File: src/rtl/bfu_pkg.sv
package bfu_pkg;

  typedef enum logic {
    BFU_OP_EXTRACT = 1'b0,
    BFU_OP_INSERT  = 1'b1
  } bfu_op_e;

  // Number of field bits that actually land inside a word of dw bits.
  function automatic int bfu_eff_width(int start, int width, int dw);
    if (width == 0 || start >= dw) return 0;
    if (start + width > dw) return dw - start;
    return width;
  endfunction

  // Index of the bit that carries the sign: the top bit of the truncated
  // field, or the top bit of the word when the field is empty.
  function automatic int bfu_sign_index(int start, int eff, int dw);
    if (eff == 0) return dw - 1;
    return start + eff - 1;
  endfunction

endpackage

File: src/rtl/bfu_bit_reverse.sv
module bfu_bit_reverse #(
  parameter int DATA_W = 32
) (
  input  logic              enable,
  input  logic [DATA_W-1:0] word_in,
  output logic [DATA_W-1:0] word_out
);

  logic [DATA_W-1:0] mirrored;

  for (genvar g = 0; g < DATA_W; g++) begin : g_mirror
    assign mirrored[g] = word_in[DATA_W-1-g];
  end

  assign word_out = enable ? mirrored : word_in;

endmodule

File: src/rtl/bfu_field_decode.sv
module bfu_field_decode #(
  parameter int DATA_W = 32,
  parameter int SEL_W  = 8,
  localparam int IDX_W = $clog2(DATA_W),
  localparam int CNT_W = $clog2(DATA_W + 1)
) (
  input  logic [SEL_W-1:0]  start,
  input  logic [SEL_W-1:0]  width,
  output logic              start_ok,
  output logic              width_nz,
  output logic [CNT_W-1:0]  eff_width,
  output logic [IDX_W-1:0]  shamt,
  output logic [IDX_W-1:0]  sign_idx,
  output logic [DATA_W-1:0] low_mask,
  output logic [DATA_W-1:0] place_mask
);

  int eff_i;
  int sign_i;

  always_comb begin
    eff_i  = bfu_pkg::bfu_eff_width(int'(start), int'(width), DATA_W);
    sign_i = bfu_pkg::bfu_sign_index(int'(start), eff_i, DATA_W);
    for (int i = 0; i < DATA_W; i++) begin
      low_mask[i] = (i < eff_i);
    end
  end

  assign start_ok   = (int'(start) < DATA_W);
  assign width_nz   = (width != '0);
  assign eff_width  = CNT_W'(eff_i);
  assign sign_idx   = IDX_W'(sign_i);
  assign shamt      = start[IDX_W-1:0];
  assign place_mask = start_ok ? (low_mask << shamt) : '0;

endmodule

File: src/rtl/bfu_extract.sv
module bfu_extract #(
  parameter int DATA_W = 32,
  localparam int IDX_W = $clog2(DATA_W)
) (
  input  logic [DATA_W-1:0] src,
  input  logic              signed_en,
  input  logic              start_ok,
  input  logic              width_nz,
  input  logic [IDX_W-1:0]  shamt,
  input  logic [IDX_W-1:0]  sign_idx,
  input  logic [DATA_W-1:0] low_mask,
  output logic              sign_bit,
  output logic [DATA_W-1:0] field_out
);

  logic [DATA_W-1:0] shifted;
  logic [DATA_W-1:0] field_bits;
  logic              fill_en;

  assign shifted    = start_ok ? (src >> shamt) : '0;
  assign field_bits = shifted & low_mask;
  assign sign_bit   = src[sign_idx];
  assign fill_en    = signed_en & width_nz & sign_bit;
  assign field_out  = fill_en ? (field_bits | ~low_mask) : field_bits;

endmodule

File: src/rtl/bfu_insert.sv
module bfu_insert #(
  parameter int DATA_W = 32,
  localparam int IDX_W = $clog2(DATA_W)
) (
  input  logic [DATA_W-1:0] bits_in,
  input  logic [DATA_W-1:0] base_in,
  input  logic [IDX_W-1:0]  shamt,
  input  logic [DATA_W-1:0] place_mask,
  output logic [DATA_W-1:0] merged
);

  logic [DATA_W-1:0] placed;

  assign placed = bits_in << shamt;
  assign merged = (base_in & ~place_mask) | (placed & place_mask);

endmodule

File: src/rtl/bitfield_unit.sv
module bitfield_unit #(
  parameter int DATA_W = 32,
  parameter int SEL_W  = 8,
  localparam int IDX_W = $clog2(DATA_W),
  localparam int CNT_W = $clog2(DATA_W + 1)
) (
  input  logic              clk,
  input  logic              rst_n,
  input  logic              valid_in,
  input  logic              op_insert,
  input  logic              signed_en,
  input  logic              reverse_en,
  input  logic [DATA_W-1:0] opnd_a,
  input  logic [DATA_W-1:0] ctrl_b,
  input  logic [DATA_W-1:0] opnd_c,
  output logic [DATA_W-1:0] result,
  output logic              valid_out
);

  import bfu_pkg::*;

  bfu_op_e           op_sel;
  logic [SEL_W-1:0]  fld_start;
  logic [SEL_W-1:0]  fld_width;
  logic              start_ok;
  logic              width_nz;
  logic [CNT_W-1:0]  eff_width;
  logic [IDX_W-1:0]  shamt;
  logic [IDX_W-1:0]  sign_idx;
  logic [DATA_W-1:0] low_mask;
  logic [DATA_W-1:0] place_mask;
  logic [DATA_W-1:0] ext_src;
  logic [DATA_W-1:0] ext_value;
  logic              ext_sign;
  logic [DATA_W-1:0] ins_value;
  logic [DATA_W-1:0] next_result;

  assign op_sel    = bfu_op_e'(op_insert);
  assign fld_start = ctrl_b[SEL_W-1:0];
  assign fld_width = ctrl_b[2*SEL_W-1:SEL_W];

  bfu_field_decode #(.DATA_W(DATA_W), .SEL_W(SEL_W)) u_decode (
    .start      (fld_start),
    .width      (fld_width),
    .start_ok   (start_ok),
    .width_nz   (width_nz),
    .eff_width  (eff_width),
    .shamt      (shamt),
    .sign_idx   (sign_idx),
    .low_mask   (low_mask),
    .place_mask (place_mask)
  );

  bfu_bit_reverse #(.DATA_W(DATA_W)) u_reverse (
    .enable   (reverse_en),
    .word_in  (opnd_a),
    .word_out (ext_src)
  );

  bfu_extract #(.DATA_W(DATA_W)) u_extract (
    .src       (ext_src),
    .signed_en (signed_en),
    .start_ok  (start_ok),
    .width_nz  (width_nz),
    .shamt     (shamt),
    .sign_idx  (sign_idx),
    .low_mask  (low_mask),
    .sign_bit  (ext_sign),
    .field_out (ext_value)
  );

  bfu_insert #(.DATA_W(DATA_W)) u_insert (
    .bits_in    (opnd_a),
    .base_in    (opnd_c),
    .shamt      (shamt),
    .place_mask (place_mask),
    .merged     (ins_value)
  );

  assign next_result = (op_sel == BFU_OP_INSERT) ? ins_value : ext_value;

  always_ff @(posedge clk or negedge rst_n) begin
    if (!rst_n) begin
      valid_out <= 1'b0;
      result    <= '0;
    end else begin
      valid_out <= valid_in;
      if (valid_in) result <= next_result;
    end
  end

  // Unsigned extract: nothing set outside the decoded field
  p_zero_fill_r2: assert property (@(posedge clk) disable iff (!rst_n)
    (!op_insert && !signed_en) |-> ((ext_value & ~low_mask) == '0));

  // Signed extract with sign bit set fills the top of the word
  p_sign_fill_r3: assert property (@(posedge clk) disable iff (!rst_n)
    (valid_in && !op_insert && signed_en && width_nz && ext_sign)
      |=> result[DATA_W-1]);

  // Insert keeps base bits outside the placed field
  p_keep_outside_r5: assert property (@(posedge clk) disable iff (!rst_n)
    op_insert |-> ((ins_value & ~place_mask) == (opnd_c & ~place_mask)));

  // Zero width extract gives zero
  p_zero_width_r6: assert property (@(posedge clk) disable iff (!rst_n)
    (valid_in && !op_insert && !width_nz) |=> (result == '0));

  // Empty field (zero width or start out of range) on insert returns C
  p_empty_insert_r8: assert property (@(posedge clk) disable iff (!rst_n)
    (valid_in && op_insert && (!width_nz || !start_ok))
      |=> (result == $past(opnd_c)));

  // Unsigned extract from an out of range start gives zero
  p_far_start_r8: assert property (@(posedge clk) disable iff (!rst_n)
    (valid_in && !op_insert && !signed_en && !start_ok) |=> (result == '0));

  // Truncated width never exceeds the room left above the start
  p_truncate_r7: assert property (@(posedge clk) disable iff (!rst_n)
    start_ok |-> (int'(eff_width) + int'(fld_start) <= DATA_W));

  // Strobe lags the input by one clock; result holds when idle
  p_valid_lag_r9: assert property (@(posedge clk) disable iff (!rst_n)
    valid_in |=> valid_out);
  p_valid_idle_r9: assert property (@(posedge clk) disable iff (!rst_n)
    !valid_in |=> !valid_out);
  p_hold_r9: assert property (@(posedge clk) disable iff (!rst_n)
    !valid_in |=> $stable(result));

endmodule

File: config.mk
export PLATFORM = sky130hd
export DESIGN_NAME = bitfield_unit
export DESIGN_NICKNAME = d
export VERILOG_FILES = /design/src/rtl/bfu_pkg.sv /design/src/rtl/bfu_bit_reverse.sv /design/src/rtl/bfu_field_decode.sv /design/src/rtl/bfu_extract.sv /design/src/rtl/bfu_insert.sv /design/src/rtl/bitfield_unit.sv
export SDC_FILE = /design/constraint.sdc
export NUM_CORES = 1
export LEC_CHECK = 0
export ABC_AREA = 1
export BUFFER_PORTS_ARGS = -buffer_cell sky130_fd_sc_hd__buf_2
export CORE_ASPECT_RATIO = 1.4
export CORE_MARGIN = 1
export CORE_UTILIZATION = 30
export CTS_BUF_LIST = sky130_fd_sc_hd__clkbuf_16
export CTS_CLUSTER_DIAMETER = 80
export DETAILED_ROUTE_END_ITERATION = 16
export PLACE_DENSITY = 0.47
export SLEW_MARGIN = 10
export SYNTH_ARGS = -nofsm -noshare
export SYNTH_HDL_FRONTEND = slang
export SYNTH_SLANG_ARGS = --single-unit
File: constraint.sdc
create_clock -name clk -period 1 [get_ports clk]
set_input_delay 0.1 -clock clk [delete_from_list [all_inputs] [get_ports clk]]
set_output_delay 0.1 -clock clk [all_outputs]
set_load 0.02 [all_outputs]
==> impl_metrics.ini <==
[critical_path]
setup.worst_path.class = in -> reg
path_common_cell = nand3_2
critical_path.max_stage_delay_ps = 360
maximum_fanout_encountered_on_the_critical_timing_path = 7
critical_path_buf_inv_count = 7
cp-end-kind = flop
cp.required_ps = 1180
start_kind = input port
worst_ep_arrival_time_ps = 3740
critPathSlowestCell = fa_2
crit_family = simple AND/OR/NAND/NOR gates

[synth]
post_synth_top_flop = dfrtp_1
netlist_area_mm2 = 0.009203
synth-seq-area-share_pct = 8.973
synth.yosys.warnings = 0
ys_seq_elements = 33
number_of_enable_type_register_cells_in_the_synthesized_netlist = 0
ffs_w_async_s_r_synth_pct = 100.0
average_instance_area_after_synthesis_um2 = 5.138
post_synth_inst_count = 1791
yosysUniqueCellTypes = 49
syn_nets = 1911

[job]
max-cap-violations = 0

[clocking]
clock_latency_on_the_worst_skew_pair_ps = 290
cts_buffers = 5
number_of_buffers_between_clock_root_and_the_deepest_sink = 2
tritoncts = yes
cts_max_level = 2
clk_pin_slew_ps = 60
cts.root.buffer_cell = clkbuf_16
cts.sinks = 33

[route]
antenna_violating_nets_post_route = 0
vias_per_cell = 5.334
first_iter_violations = 1186
vias = 13780
drt-pass1-iter-count = 5
post-route-drc-count = 0
final_routed_wire_length_divided_by_cell_count_um = 19.88
route.final.wire_length_um = 51360

[placed_design]
placedInstanceArea_mm2 = 0.01282
gp_congestion = 1.036
numPlacedInstances = 2553
port-buffer-count = 118
hpwl_detailed_um = 40720

[finish]
layout_stage_area_growth_over_the_synthesis_result_pct = 51.03
finalNonFillerCells = 2583
final_nets = 2317
most_common_cell_after_layout_fill_and_taps_aside = nand2_1
final_design_area_no_fill_mm2 = 0.01390
layout_common_cells = 534 x nand2_1, 376 x buf_4, 281 x nand3_1
drive_gt1_share_pct = 32.07
antenna_cells = 0

[sta]
fmaxAchievable_mhz = 281.0
final.min_clock_period_ps = 3559
finClkSkew_ps = 0
setup_slack_ps = -2559
period_share_pct = 355.9
timing.setup.tns_ps = -80100
final_max_slew_viol_count = 0
unrepaired_setup_endpoints_after_global_routing = yes
slew_headroom_pct = 32.10
tightestPinTransition_ps = 1018
finalSetupViolCount = 32
hold_violation_total_from_the_final_report = 0

[global_route]
grt_start_max_net_pins = 86
routing_layer_with_the_top_usage_in_global_route = met2
grt.overflow.total = 0
first_pass_grt_wire_length_um = 76430
met3_usage_pct = 3.799
grt_use_total_pct = 32.59
global_route.usage.met2_pct = 54.92
groute.layer.met1.usage_pct = 37.11
grt_pass1_vias = 12990
grt_antenna_before_repair = 0

[pwr]
static-leakage-power_nw = 7.333
power-per-cell-area_mw_per_mm2 = 926.9
vdd_drop_max_uv = 634.2

[die]
fp.dieArea_mm2 = 0.03139
core_area_mm2 = 0.03003
die_height_um = 209.2
die_width_um = 150.0
top_level_ports = 135
floorplan.initialDensity_pct = 30.65
core.rowCount = 75

[min_path]
timing.hold.worst.class = in -> reg

[outcome]
run_status = finished with violations
failed_checks = negative setup slack
==> report_power, final <==
group	total (mW)	internal [mW]	leakage (nW)	switching (mW)
Sequential	1.70	1.56	0.391	0.136
Clock	1.86	1.18	0.0800	0.676
Combinational	9.33	3.83	6.86	5.50
Total	12.9	6.57	7.33	6.31
==> synthesized netlist by cell type (6+ instances only) <==
master      n  share of area (%)
mux2i_1    43                4.7
nand3b_1    8               0.65
dfrtp_1    33                9.0
o22ai_1    13               0.88
o211ai_1   18                1.5
clkbuf_1   71                2.9
nand3_2     7               0.76
o21ai_0   183                 10
or2_2       6               0.41
a31oi_1    11               0.75
nor3_1     10               0.54
inv_1     148                6.0
buf_1      38                1.6
ha_1       16                2.2
nand3_1   318                 17
nand2_1   578                 24
nor2_1    121                4.9
a21oi_1    69                3.8
buf_6       7               0.86
nand4_1    15                1.0
nand2_2    12               0.82
a22oi_1     6               0.49
==> worst min-delay path, delay by kind of cell <==
kind / cells / cell delay, ps
buffers and inverters: 1 / 80
AND/OR/NAND/NOR: 1 / 70
AO/OA/AOI/OAI: 2 / 200
==> cell type report <==
cell class	count	area (um2)
clock buffer	5	125.1
timing repair buffer	521	3899
tap	385	481.7
inverter	157	621.8
clock inverter	3	46.29
fill	3302	16130
multi-input combinational	1479	7898
sequential	33	827.0
==> sequential cells by signal, summed over array words and instances, names as in the netlist <==
register	cells
result	32
valid_out	1
==> routing by layer <==
layer  wire (um)  part of all wire [%]
met2       24290                    47
met4        4500                   8.8
met5           0                     0
met1       19670                    38
met3        2901                   5.6
==> what timing repair did <==
| item | in CTS | in global routing |
|---|---|---|
| gates cloned | 4 | 1 |
| setup endpoints to repair | 33 | 34 |
| endpoints found under the hold margin | 33 | 0 |
| buffers inserted | 12 | 6 |
| resized for setup | 118 | 52 |
| hold buffers | 1 | 0 |
| pin swaps | 49 | 28 |
==> cell families after synthesis <==
| logic type | after synthesis | share of synthesized area [%] |
|---|---|---|
| xor+xnor | 5 | 0.4760 |
| fa+ha+maj | 18 | 2.610 |
| buf+inv | 280 | 12.32 |
| flops | 33 | 8.973 |
| compound gates | 320 | 18.90 |
| mux | 43 | 4.677 |
| simple gates | 1092 | 52.05 |
==> path summary, 6_finish.rpt <==
kind	start	to	slack [ps]	cells past startpoint
setup reg to reg	result[0]	result[0]	150	2
hold reg to reg	result[21]	result[21]	470	2
min in group asynchronous	rst_n	result[7]	290	3
hold / removal	opnd_c[0]	result[0]	200	4
setup / recovery	ctrl_b[0]	result[5]	-2560	30
max in group asynchronous	rst_n	result[29]	500	3
==> per-stage QoR <==
stage | hold WS [ps] | power (mW) | util [%] | setup slack, ps
5_1_grt | 242.4 | 13.71 | 46.28 | -2781
3_3_place_gp | 81.66 | 9.747 | 42.71 | -3058
6_report | 196.2 | 12.88 | 46.28 | -2559
3_5_place_dp | 76.36 | 9.774 | 42.71 | -3153
2_1_floorplan | -195.6 | 6.102 | - | -2662
4_1_cts | 204.0 | 12.49 | 45.41 | -2514
Power figures use the tool's default switching activity.
